$ cat config.mk
export PLATFORM = sky130hd
export DESIGN_NAME = pwm_edge_channel
export DESIGN_NICKNAME = d
export VERILOG_FILES = /design/src/rtl/pwm_pkg.sv /design/src/rtl/pwm_rst_sync.sv /design/src/rtl/pwm_counter.sv /design/src/rtl/pwm_match.sv /design/src/rtl/pwm_outstage.sv /design/src/rtl/pwm_edge_channel.sv
export SDC_FILE = /design/constraint.sdc
export NUM_CORES = 1
export LEC_CHECK = 0
export BUFFER_PORTS_ARGS = -buffer_cell sky130_fd_sc_hd__buf_2
export CORE_ASPECT_RATIO = 0.7
export CORE_MARGIN = 3
export CORE_UTILIZATION = 30
export CTS_CLUSTER_DIAMETER = 80
export CTS_CLUSTER_SIZE = 8
export DETAILED_ROUTE_END_ITERATION = 7
export GPL_TIMING_DRIVEN = 0
export PLACE_DENSITY_LB_ADDON = 0.3
export SETUP_SLACK_MARGIN = 0.05
export SLEW_MARGIN = 20
export SYNTH_ARGS = -nofsm -noshare
export SYNTH_HDL_FRONTEND = slang
export SYNTH_SLANG_ARGS = --single-unit
$ cat constraint.sdc
create_clock -name clk_i -period 1 [get_ports clk_i]
set_clock_uncertainty 0.15 [all_clocks]
set_input_delay 0.05 -clock clk_i [delete_from_list [all_inputs] [get_ports clk_i]]
set_output_delay 0.05 -clock clk_i [all_outputs]
set_load 0.01 [all_outputs]
$ cat src/rtl/pwm_pkg.sv
package pwm_pkg;

  typedef enum logic {
    POL_HIGH_TRUE = 1'b0,
    POL_LOW_TRUE  = 1'b1
  } pwm_pol_e;

  // Drive level for a given active state under a given polarity.
  function automatic logic pwm_level(input logic active, input pwm_pol_e pol);
    return (pol == POL_LOW_TRUE) ? ~active : active;
  endfunction

endpackage

$ cat src/rtl/pwm_rst_sync.sv
module pwm_rst_sync #(
  parameter int STAGES = 2
) (
  input  logic clk_i,
  input  logic rst_ni,
  output logic rst_no
);

  logic [STAGES-1:0] sync_q;
  logic [STAGES-1:0] sync_d;

  always_comb begin
    sync_d = {sync_q[STAGES-2:0], 1'b1};
  end

  always_ff @(posedge clk_i or negedge rst_ni) begin
    if (!rst_ni) sync_q <= '0;
    else         sync_q <= sync_d;
  end

  assign rst_no = sync_q[STAGES-1];

endmodule

$ cat src/rtl/pwm_counter.sv
module pwm_counter #(
  parameter int CNT_W = 16
) (
  input  logic             clk_i,
  input  logic             rst_ni,
  input  logic             tick_i,
  input  logic [CNT_W-1:0] modulus_i,
  output logic [CNT_W-1:0] count_o,
  output logic [CNT_W-1:0] count_next_o
);

  logic [CNT_W-1:0] count_q;
  logic [CNT_W-1:0] count_d;
  logic             at_top;

  always_comb begin
    at_top  = (count_q >= modulus_i);
    count_d = at_top ? '0 : count_q + CNT_W'(1);
  end

  always_ff @(posedge clk_i or negedge rst_ni) begin
    if (!rst_ni)     count_q <= '0;
    else if (tick_i) count_q <= count_d;
  end

  assign count_o      = count_q;
  assign count_next_o = count_d;


  count_step_chk: assert property (@(posedge clk_i) disable iff (!rst_ni)
    (tick_i && count_q < modulus_i) |=> count_q == $past(count_q) + CNT_W'(1));


  count_wrap_chk: assert property (@(posedge clk_i) disable iff (!rst_ni)
    (tick_i && count_q >= modulus_i) |=> count_q == '0);


  count_hold_chk: assert property (@(posedge clk_i) disable iff (!rst_ni)
    !tick_i |=> $stable(count_q));

endmodule

$ cat src/rtl/pwm_match.sv
module pwm_match #(
  parameter int CNT_W = 16
) (
  input  logic [CNT_W-1:0] count_next_i,
  input  logic [CNT_W-1:0] duty_i,
  output logic             active_next_o
);

  // Active from the wrap to zero until the count reaches the duty value.
  always_comb begin
    active_next_o = (count_next_i < duty_i);
  end

endmodule

$ cat src/rtl/pwm_outstage.sv
module pwm_outstage
  import pwm_pkg::*;
(
  input  logic clk_i,
  input  logic rst_ni,
  input  logic tick_i,
  input  logic active_next_i,
  input  logic polarity_i,
  output logic pwm_o
);

  logic active_q;
  logic active_d;

  always_comb begin
    active_d = tick_i ? active_next_i : active_q;
  end

  always_ff @(posedge clk_i or negedge rst_ni) begin
    if (!rst_ni) active_q <= 1'b0;
    else         active_q <= active_d;
  end

  always_comb begin
    pwm_o = pwm_level(active_q, pwm_pol_e'(polarity_i));
  end


  active_hold_chk: assert property (@(posedge clk_i) disable iff (!rst_ni)
    !tick_i |=> $stable(active_q));


  polarity_flip_chk: assert property (@(posedge clk_i) disable iff (!rst_ni)
    (pwm_o ^ polarity_i) == active_q);

endmodule

$ cat src/rtl/pwm_edge_channel.sv
module pwm_edge_channel #(
  parameter int CNT_W      = 16,
  parameter int RST_STAGES = 2
) (
  input  logic             clk_i,
  input  logic             rst_ni,
  input  logic             tick_i,
  input  logic [CNT_W-1:0] modulus_i,
  input  logic [CNT_W-1:0] duty_i,
  input  logic             polarity_i,
  output logic [CNT_W-1:0] count_o,
  output logic             pwm_o
);

  logic             rst_sync_n;
  logic [CNT_W-1:0] count_next;
  logic             active_next;

  pwm_rst_sync #(.STAGES(RST_STAGES)) i_rst_sync (
    .clk_i  (clk_i),
    .rst_ni (rst_ni),
    .rst_no (rst_sync_n)
  );

  pwm_counter #(.CNT_W(CNT_W)) i_counter (
    .clk_i        (clk_i),
    .rst_ni       (rst_sync_n),
    .tick_i       (tick_i),
    .modulus_i    (modulus_i),
    .count_o      (count_o),
    .count_next_o (count_next)
  );

  pwm_match #(.CNT_W(CNT_W)) i_match (
    .count_next_i  (count_next),
    .duty_i        (duty_i),
    .active_next_o (active_next)
  );

  pwm_outstage i_outstage (
    .clk_i         (clk_i),
    .rst_ni        (rst_sync_n),
    .tick_i        (tick_i),
    .active_next_i (active_next),
    .polarity_i    (polarity_i),
    .pwm_o         (pwm_o)
  );


  reset_state_chk: assert property (@(posedge clk_i)
    !rst_sync_n |-> (count_o == '0 && pwm_o == polarity_i));


  zero_duty_chk: assert property (@(posedge clk_i) disable iff (!rst_sync_n)
    (tick_i && duty_i == '0) |=> pwm_o == polarity_i);


  full_duty_chk: assert property (@(posedge clk_i) disable iff (!rst_sync_n)
    (tick_i && duty_i > modulus_i) |=> pwm_o != polarity_i);


  zero_mod_chk: assert property (@(posedge clk_i) disable iff (!rst_sync_n)
    (tick_i && modulus_i == '0) |=> count_o == '0);

endmodule

=== After elaboration in Yosys (flattened, before gate mapping) ===
Cells that the tools add are included.

* Register bits after elaboration: 19
* Input bits: 36
* Output and inout port bits: 17
* Word-level logic and storage cells: 9

* Add/sub/neg operators: 1
* Magnitude comparators: 2
* Multiplexer cells: 2
* Bitwise logic cells: 1

{| class="wikitable"
|+ Operators by type and width
! cell !! count
|-
| $add A16 B1 Y16 const B || 1
|-
| $ge A16 B16 Y1 || 1
|-
| $lt A16 B16 Y1 || 1
|-
| $mux W16 || 1
|-
| $mux W1 || 1
|-
| $not A1 Y1 || 1
|}

=== Longest topological paths before layout ===
Gate-level depths: netlist of run 1.

* Depth in word-level cells: 3
* Depth in mapped cells: 16
* Mapped depth without buffers: 14

=== By module ===
From an unflattened synthesis of run 1, not the netlist that was laid out.

* Cells, all modules: 234
* Area total of the unflattened synthesis: 2026.9 µm²

{| class="wikitable"
|+ Modules (own cells, without submodules)
! module !! times used !! cells an instance !! area an instance (µm²) !! seq. area each (µm²)
|-
| pwm_counter || 1 || 176 || 1549.0 || 400.4
|-
| pwm_match || 1 || 52 || 375.4 || 0.0
|-
| pwm_rst_sync || 1 || 3 || 53.8 || 50.0
|-
| pwm_outstage || 1 || 3 || 48.8 || 25.0
|}

=== Worst setup path before layout of run 1 ===
Ideal clock, no wire load.

* Path type: register -> register
* From: register i_counter.count_q[13] (netlist: i_counter.count_o[13])
* To: register i_outstage.active_q
* Setup time: 0.077 ns
* Arrival: 2.915 ns
* Required time: 0.773 ns
* Setup slack: -2.142 ns
* Stages on the path, launching flop included: 16
* Path buffers: 2
* Period minus slack after synthesis: 3.142 ns
* Cells stage by stage: dfrtp_1 -> ha_1 -> a211oi_2 -> nor2_1 -> nor4_2 -> nand3_2 -> buf_2 -> buf_2 -> nor2_1 -> ha_1 -> a21o_1 -> nand3_1 -> a21oi_1 -> a2111oi_0 -> o21ai_0 -> a21oi_1

* Longest elaborated chain between the ends: 3
* Elaborated cells between the ends (all ways): 4
* Those cells by class: add/sub (1); order compare (2); mux (1)

{| class="wikitable"
|+ RTL lines
! what !! RTL line !! RTL
|-
| start, declared || pwm_counter.sv:12 || <nowiki>logic [CNT_W-1:0] count_q;</nowiki>
|-
| start signal, assigned || pwm_counter.sv:23 || <nowiki>else if (tick_i) count_q <= count_d;</nowiki>
|-
| $ge A16 B16 Y1 || pwm_counter.sv:17 || <nowiki>at_top = (count_q >= modulus_i);</nowiki>
|-
| $mux W16 || pwm_counter.sv:18 || <nowiki>count_d = at_top ? '0 : count_q + CNT_W'(1);</nowiki>
|-
| net count_next[5] || pwm_edge_channel.sv:16 || <nowiki>logic [CNT_W-1:0] count_next;</nowiki>
|-
| $lt A16 B16 Y1 || pwm_match.sv:11 || <nowiki>active_next_o = (count_next_i < duty_i);</nowiki>
|-
| end signal, assigned || pwm_outstage.sv:21 || <nowiki>else active_q <= active_d;</nowiki>
|-
| end, declared || pwm_outstage.sv:12 || <nowiki>logic active_q;</nowiki>
|}

The timed path passes the listed nets, and every way through them passes these cells.
A chain may end at the register's enable or synchronous reset.

=== Final worst setup path of run 1 ===
Same ends and word-level chain as after synthesis.

==> reports/metrics.csv, run 1 <==
stage;metric;value;unit
worst_setup_path;cp_cell_sequence;ha_4, a211oi_2, nor2_1, nor4_2, nand3_2, buf_6, bufbuf_16, nor2_4, ha_4, nand4_1, buf_4, a2111oi_2, a21oi_1;
synth;synth_fa_ha_area_frac;0.206;
layout;antenna-diode-count;0;
run_status;outcome;complete, but fails checks;
global_route;grt-ovfl-total;0;
clock_network;cts_sinks;19;
global_route;grt_pass1_wl;9.15;mm
worst_setup_path;cpLargestDelayFamily;simple AND/OR/NAND/NOR gates;
clock_network;htreeDepth;1;
synth;syn_inst;246;
sta;slew_viol_final;0;
synth;synth_cell_types;39;
worst_setup_path;max_stage_delay;0.45;ns
layout;multi_input_area;1500;sq um
synth;syn-mean-instance-area;7.92;sq um
drt;drc_errors;0;
layout;final_common_cell;buf_2;
clock_network;cts_tree;built;
layout;final_util;0.486;
synth;yosys_warnings;0;
worst_setup_path;worst_path_most_repeated_cell;ha_4;
synth;synth-main-ff-cell;dfrtp_1;
synth;synth_edf_count;0;
placed_design;place_hpwl;4.01;mm
global_route;grt_max_degree;18;
synth;synth_compound_area_frac;0.190;
layout;seqCellArea;494;sq um
drt;final_antenna_net_count;0;
synth;synth_mux_area_frac;0.0116;
die;io_pins;53;
synth;synth_top_family_by_area;adder cells;
synth;ys_top_cells_by_area;dfrtp_1 24%, ha_1 21%, inv_1 7.3%;
clock_network;cts_root_buf;clkbuf_8;
global_route;track_usage;0.156;
die;dieArea;7510;sq um
layout;final_cell_mix;39 x buf_2, 38 x inv_1, 25 x buf_6, 25 x ha_1, 15 x dfrtp_2;
clock_network;cts_made_buffers;3;
die;die_h;73.4;microns
die;start_util;0.325;
power;ir_drop;0.682;mV
worst_setup_path;required;1.00;ns
synth;syn_nets;314;
drt;met2_length;2.15;mm
layout;area_growth;49.3;%
placed_design;port_buffers;52;
synth;yosys.area.top_type;dfrtp_1;
hold_path;hp-class;input port to flop;
drt;vias;1916;
synth;synth-async-reset-ratio;1.00;
sta;rsz0062_at_grt;yes;
drt;wl_per_cell;14.0;microns
clock_network;clock_path_buffers;2;
layout;drive_above_1_share;0.404;
sta;period_needed;3.02;ns
die;die_x;102;microns
drt;via_per_inst;4.80;
synth;synth_area;1950;sq um
sta;worst_slack;-2.02;ns
layout;nets;393;
run_status;violations;negative hold slack, negative setup slack;
synth;ys_ff_latch;19;
global_route;antenna_found_initial;0;
drt;totalWireLength;5.58;mm
synth;synth-xor-area-share;0.0539;
drt;wl_met1;3.02;mm
worst_setup_path;start_kind;flop;
worst_setup_path;worstSetupPathType;flop to flop;
clock_network;clk_pin_slew;0.08;ns
sta;setup-violations-final;34;
worst_setup_path;cp_num_buf_inv;3;
synth;synthSimpleGateAreaFrac;0.205;
drt;wl_met3;348;microns
power;power.density;1250;nW/um^2
placed_design;gp_congestion;0.816;
clock_network;clkLatencyLatePin;0.26;ns
worst_setup_path;slowest_stage;dfrtp_2;
drt;drt_iter0_drc;105;
synth;synth-seq-area-share;0.244;
job;max_cap_violations;0;
worst_setup_path;worstPathArrival;3.02;ns
global_route;grt_pass1_vias;1870;
sta;timing.final.crit_share;3.02;
sta;max_freq;0.331;GHz
layout;fillers;591;
die;design.core.area;5990;sq um
drt;firstDrtPassIters;4;
worst_setup_path;cp-end-kind;flop;
sta;finalHoldViolations;2;
power;p_leak;1.41;nW
die;num_rows;23;
sta;fin_hold_ws;-0.0217;ns
drt;dr.max_layer_used;met4;
synth;synth_top_area_share;0.244;
worst_setup_path;cp_max_fo;5;
[registers in the layout (all words and copies together) (netlist names)]
signal               cells
i_outstage.active_q      1
i_counter.count_o       16
i_rst_sync.sync_q        2
[cells in the mapped netlist (all sizes together), types with 5 or more instances]
| cell type | count |
|---|---|
| a21oi | 14 |
| a22o | 11 |
| and3 | 5 |
| buf | 5 |
| dfrtp | 19 |
| ha | 32 |
| inv | 38 |
| nand2 | 14 |
| nand2b | 5 |
| nand3 | 7 |
| nor2 | 26 |
| nor2b | 6 |
| nor3 | 8 |
| o21ai | 16 |
| xnor2 | 10 |
[layer usage]
metal	track usage	vias up
met5	0	-
met4	0.0393	0
met3	0.0190	5
met2	0.217	59
met1	0.249	837
li1	-	1015
[worst paths after layout]
check	startpoint	to	slack [ns]	cells after the start
worst max-delay path	i_counter.count_o[13]	i_outstage.active_q	-2.02	13
worst min-delay path	tick_i	i_counter.count_o[1]	-0.02	2
worst max register to register	i_counter.count_o[13]	i_outstage.active_q	-2.02	13
worst min register to register	i_rst_sync.sync_q[1]	i_counter.count_o[5]	0.05	0
max in group asynchronous	rst_ni	i_rst_sync.sync_q[1]	0.09	3
min in group asynchronous	i_rst_sync.sync_q[1]	i_counter.count_o[5]	0.05	0
[what timing repair did]
item,CTS,global route
cloned,1,0
resized for setup,62,24
endpoints found under the setup margin,51,36
buffers inserted,14,8
hold buffers,2,1
hold endpoints to repair,3,4
pin swaps,23,7
[stage by stage]
| step | total power, W | setup TNS, ns | setup WS [ns] | instance area (sq um) | std cells |
|---|---|---|---|---|---|
| final | 0.00364 | -25.14 | -2.02 | 2910 | 399 |
| after floorplan | 0.00211 | -17.60 | -1.90 | 1990 | 246 |
| after detailed placement | 0.00259 | -22.15 | -2.34 | 2340 | 373 |
| after global placement | 0.00257 | -22.20 | -2.29 | 2340 | 373 |
| after global routing | 0.00396 | -27.73 | -2.24 | 2910 | 399 |
| after CTS | 0.00360 | -24.18 | -2.01 | 2810 | 394 |
[power by group]
part | internal, W | switching, W
sequential | 0.000908 | 0.000241
combinational | 0.000979 | 0.000940
clock | 0.000285 | 0.000284
total | 0.00217 | 0.00146
[final cells by class]
cell class | count | share of cell area
repair buffers | 74 | 0.197
multi-input cells | 183 | 0.517
clock buffers | 4 | 0.0155
inverters | 38 | 0.0490
flip-flops and latches | 19 | 0.170
well taps | 75 | 0.0323
plain buffers | 6 | 0.0198
[cell families (layout without fill, tap and decap cells)]
logic type / after synthesis / after routing
compound gates: 56 / 56
xor+xnor: 12 / 12
fa+ha+maj: 32 / 32
buf+inv: 44 / 122
flops: 19 / 19
mux: 2 / 2
other cells: 1 / 1
simple gates: 80 / 80
(Power assumes the default switching activity.)
==> run 2: changes to the inputs <==
- CORE_MARGIN: 3 -> not set
- TNS_END_PERCENT: not set -> 5
==> run 2 against run 1 <==
Net effect: the run still ends with negative hold slack, negative setup slack left; die area fell by 9.1%; routed wire length fell by 9.7%; core utilization fell by 5.3 points; clock-buffer cell count fell by 1; non-clock buffer count fell by 12; final area fell by 6.9%; sequential power barely moved; final cell count fell by 2.3%; register-to-register slack got worse by 0.02 ns.
==> reports/metrics.csv, run 2 (synthesis gave the netlist of run 1 again) <==
stage;metric;value;unit;change
layout;nets;381;;-3.1%
layout;drive_above_1_share;0.349;;-0.0550
clock_network;clock_path_buffers;2;;unchanged
power;p_int;0.00200;W;-7.7%
clock_network;cts_sinks;19;;unchanged
worst_setup_path;cp-end-kind;flop;;
die;die_x;98.3;microns;-3.9%
global_route;busiest_layer;met2;;
power;combPwrFrac;0.474;;-0.054
drt;via_per_inst;4.98;;+3.6%
sta;max_freq;0.328;GHz;-0.79%
layout;largest_register_ffs;16;;unchanged
drt;firstDrtPassIters;6;;+2
global_route;grt_use_met2;0.246;;+0.0291
clock_network;cts_tree;built;;
sta;tns;-25.02;ns;+0.122 ns
global_route;grt-ovfl-total;0;;unchanged
die;io_pins;53;;unchanged
clock_network;cts_made_buffers;3;;unchanged
power;p_leak;1.36;nW;-3.5%
layout;antenna-diode-count;0;;unchanged
power;power.density;1230;nW/um^2;-1.4%
power;p_switching;0.00133;W;-9.1%
layout;final_common_cell;buf_2;;
power;clkPwrFrac;0.172;;+0.016
worst_setup_path;rr_worst_depth;13;;unchanged
global_route;use_met1;0.221;;-0.0276
sta;slew_viol_final;0;;unchanged
die;num_rows;24;;+4.3%
clock_network;htreeDepth;1;;unchanged
global_route;track_usage;0.154;;-0.00224
layout;fillers;651;;+10%
die;dieArea;6830;sq um;-9.1%
drt;final_antenna_net_count;0;;unchanged
global_route;grt_max_degree;18;;unchanged
power;swShare;0.399;;-0.00365
drt;drc_errors;0;;unchanged
drt;wl_per_cell;12.9;microns;-7.6%
die;start_util;0.312;;-0.0136
layout;final_util;0.433;;-0.0525
worst_setup_path;worstSetupPathType;flop to flop;;
worst_setup_path;worstPathArrival;3.04;ns;+0.02 ns
sta;worst_slack;-2.05;ns;-0.0240 ns
worst_setup_path;required;1.00;ns;about the same
sta;setup-violations-final;34;;unchanged
clock_network;clkLatencyLatePin;0.26;ns;about the same
clock_network;cts_root_buf;clkbuf_8;;
power;seqPwrFrac;0.354;;+0.038
clock_network;clk_pin_slew;0.08;ns;about the same
placed_design;port_buffers;52;;unchanged
drt;drt_iter0_drc;99;;-5.7%
worst_setup_path;start_kind;flop;;
global_route;grt_pass1_wl;8.31;mm;-9.2%
sta;finalHoldViolations;1;;-1
worst_setup_path;cp_max_fo;10;;+5
hold_path;hp-class;input port to flop;;
layout;final_cell_mix;40 x buf_2, 38 x inv_1, 28 x ha_1, 22 x buf_6, 19 x nor2_1;;
die;design.core.area;6250;sq um;+4.3%
drt;totalWireLength;5.04;mm;-9.7%
global_route;grt_pass1_vias;1804;;-3.5%
clock_network;cts_hold_buf;2;;unchanged
job;max_cap_violations;0;;unchanged
placed_design;place_hpwl;3.82;mm;-4.7%
layout;area_growth;39.0;%;
drt;vias;1941;;+1.3%
run_status;outcome;complete, but fails checks;;
die;die_h;69.4;microns;-5.4%
placed_design;gp_congestion;0.777;;-4.7%
sta;timing.final.crit_share;3.05;;+0.0240
sta;fin_hold_ws;-0.00929;ns;+0.0124 ns
run_status;violations;negative hold slack, negative setup slack;;
power;ir_drop;0.566;mV;-17%
global_route;met3_usage;0.0282;;+0.00925
sta;rsz0062_at_grt;yes;;
sta;period_needed;3.05;ns;+0.0240 ns
global_route;antenna_found_initial;0;;unchanged
placed_design;dp.cells;376;;+0.80%
layout;stdcell_count;390;;-2.3%
hold_path;holdPathStages;2;;unchanged
power;finalPower;0.00334;W;-8.2%
==> run 2: changes by cell type in the layout (fill, tap and decap cells not counted), moves of 5 or more <==
| cell | change |
|---|---|
| o21ai_1 | -6 |
| buf_4 | -8 |
| nor2_4 | -5 |
| o21ai_0 | +9 |
| nor2_1 | +6 |
==> run 2: final timing paths <==
kind | to | start | slack [ns]
max reg2reg | i_outstage.active_q | i_counter.count_o[12] | -2.05
min | i_counter.count_o[1] | tick_i | -0.009
max | i_outstage.active_q | i_counter.count_o[12] | -2.05
max in group asynchronous | i_counter.count_o[11] | i_rst_sync.sync_q[1] | 0.30
min in group asynchronous | i_rst_sync.sync_q[1] | rst_ni | 0.04
min reg2reg | i_outstage.active_q | i_rst_sync.sync_q[1] | 0.05
==> run 2: metal layers <==
layer  vias up  wire, microns
li1        984              -
met3         2            277
met5         -              0
met4         0             14
met2        62           2170
met1       893           2570
==> run 2: final cells by class <==
cell class	instances	area, sq um	area share
Inverter	38	143	0.0527
Tap cell	78	97.6	0.0360
Sequential cell	19	494	0.183
Buffer	6	57.6	0.0213
Timing Repair Buffer	62	442	0.163
Clock inverter	1	5.00	0.00185
Multi-Input combinational cell	183	1430	0.527
Clock buffer	3	41.3	0.0152
==> run 2: through the flow <==
stage	hold WS [ns]	worst slack, ns	area (sq um)
6_report	-0.00929	-2.05	2710
2_1_floorplan	-0.396	-1.90	1990
5_1_grt	-0.00816	-2.27	2710
3_5_place_dp	-0.311	-2.38	2340
3_3_place_gp	-0.312	-2.41	2340
4_1_cts	-0.0135	-2.12	2590
==> run 2: power by group through the flow <==
stage	registers (W)	clock network (W)	logic, W
final	0.00118	0.000574	0.00158
after global routing	0.00122	0.000626	0.00183
after CTS	0.00114	0.000592	0.00148
after detailed placement	0.00115	0	0.00141
after global placement	0.00114	0	0.00140
after floorplan	0.00113	0	0.000971
==> run 2: what timing repair did <==
action / in CTS / in global routing
cloned: 0 / 0
gates resized for setup: 28 / 31
hold endpoints to repair: 3 / 1
endpoints found under the setup margin: 51 / 35
buffers inserted: 7 / 1
pin swaps: 10 / 9
==> run 2: critical path: stages, from the launching register on <==
cell and delay [ns]:
dfrtp_2 0.44, ha_4 0.26, nand4_1 0.24, nor3_4 0.31
o211ai_1 0.14, nand3_2 0.11, buf_6 0.12, buf_8 0.13
nor2_1 0.06, ha_1 0.31, and3_1 0.15, nand3_1 0.12
a2111oi_2 0.29, a21oi_1 0.10
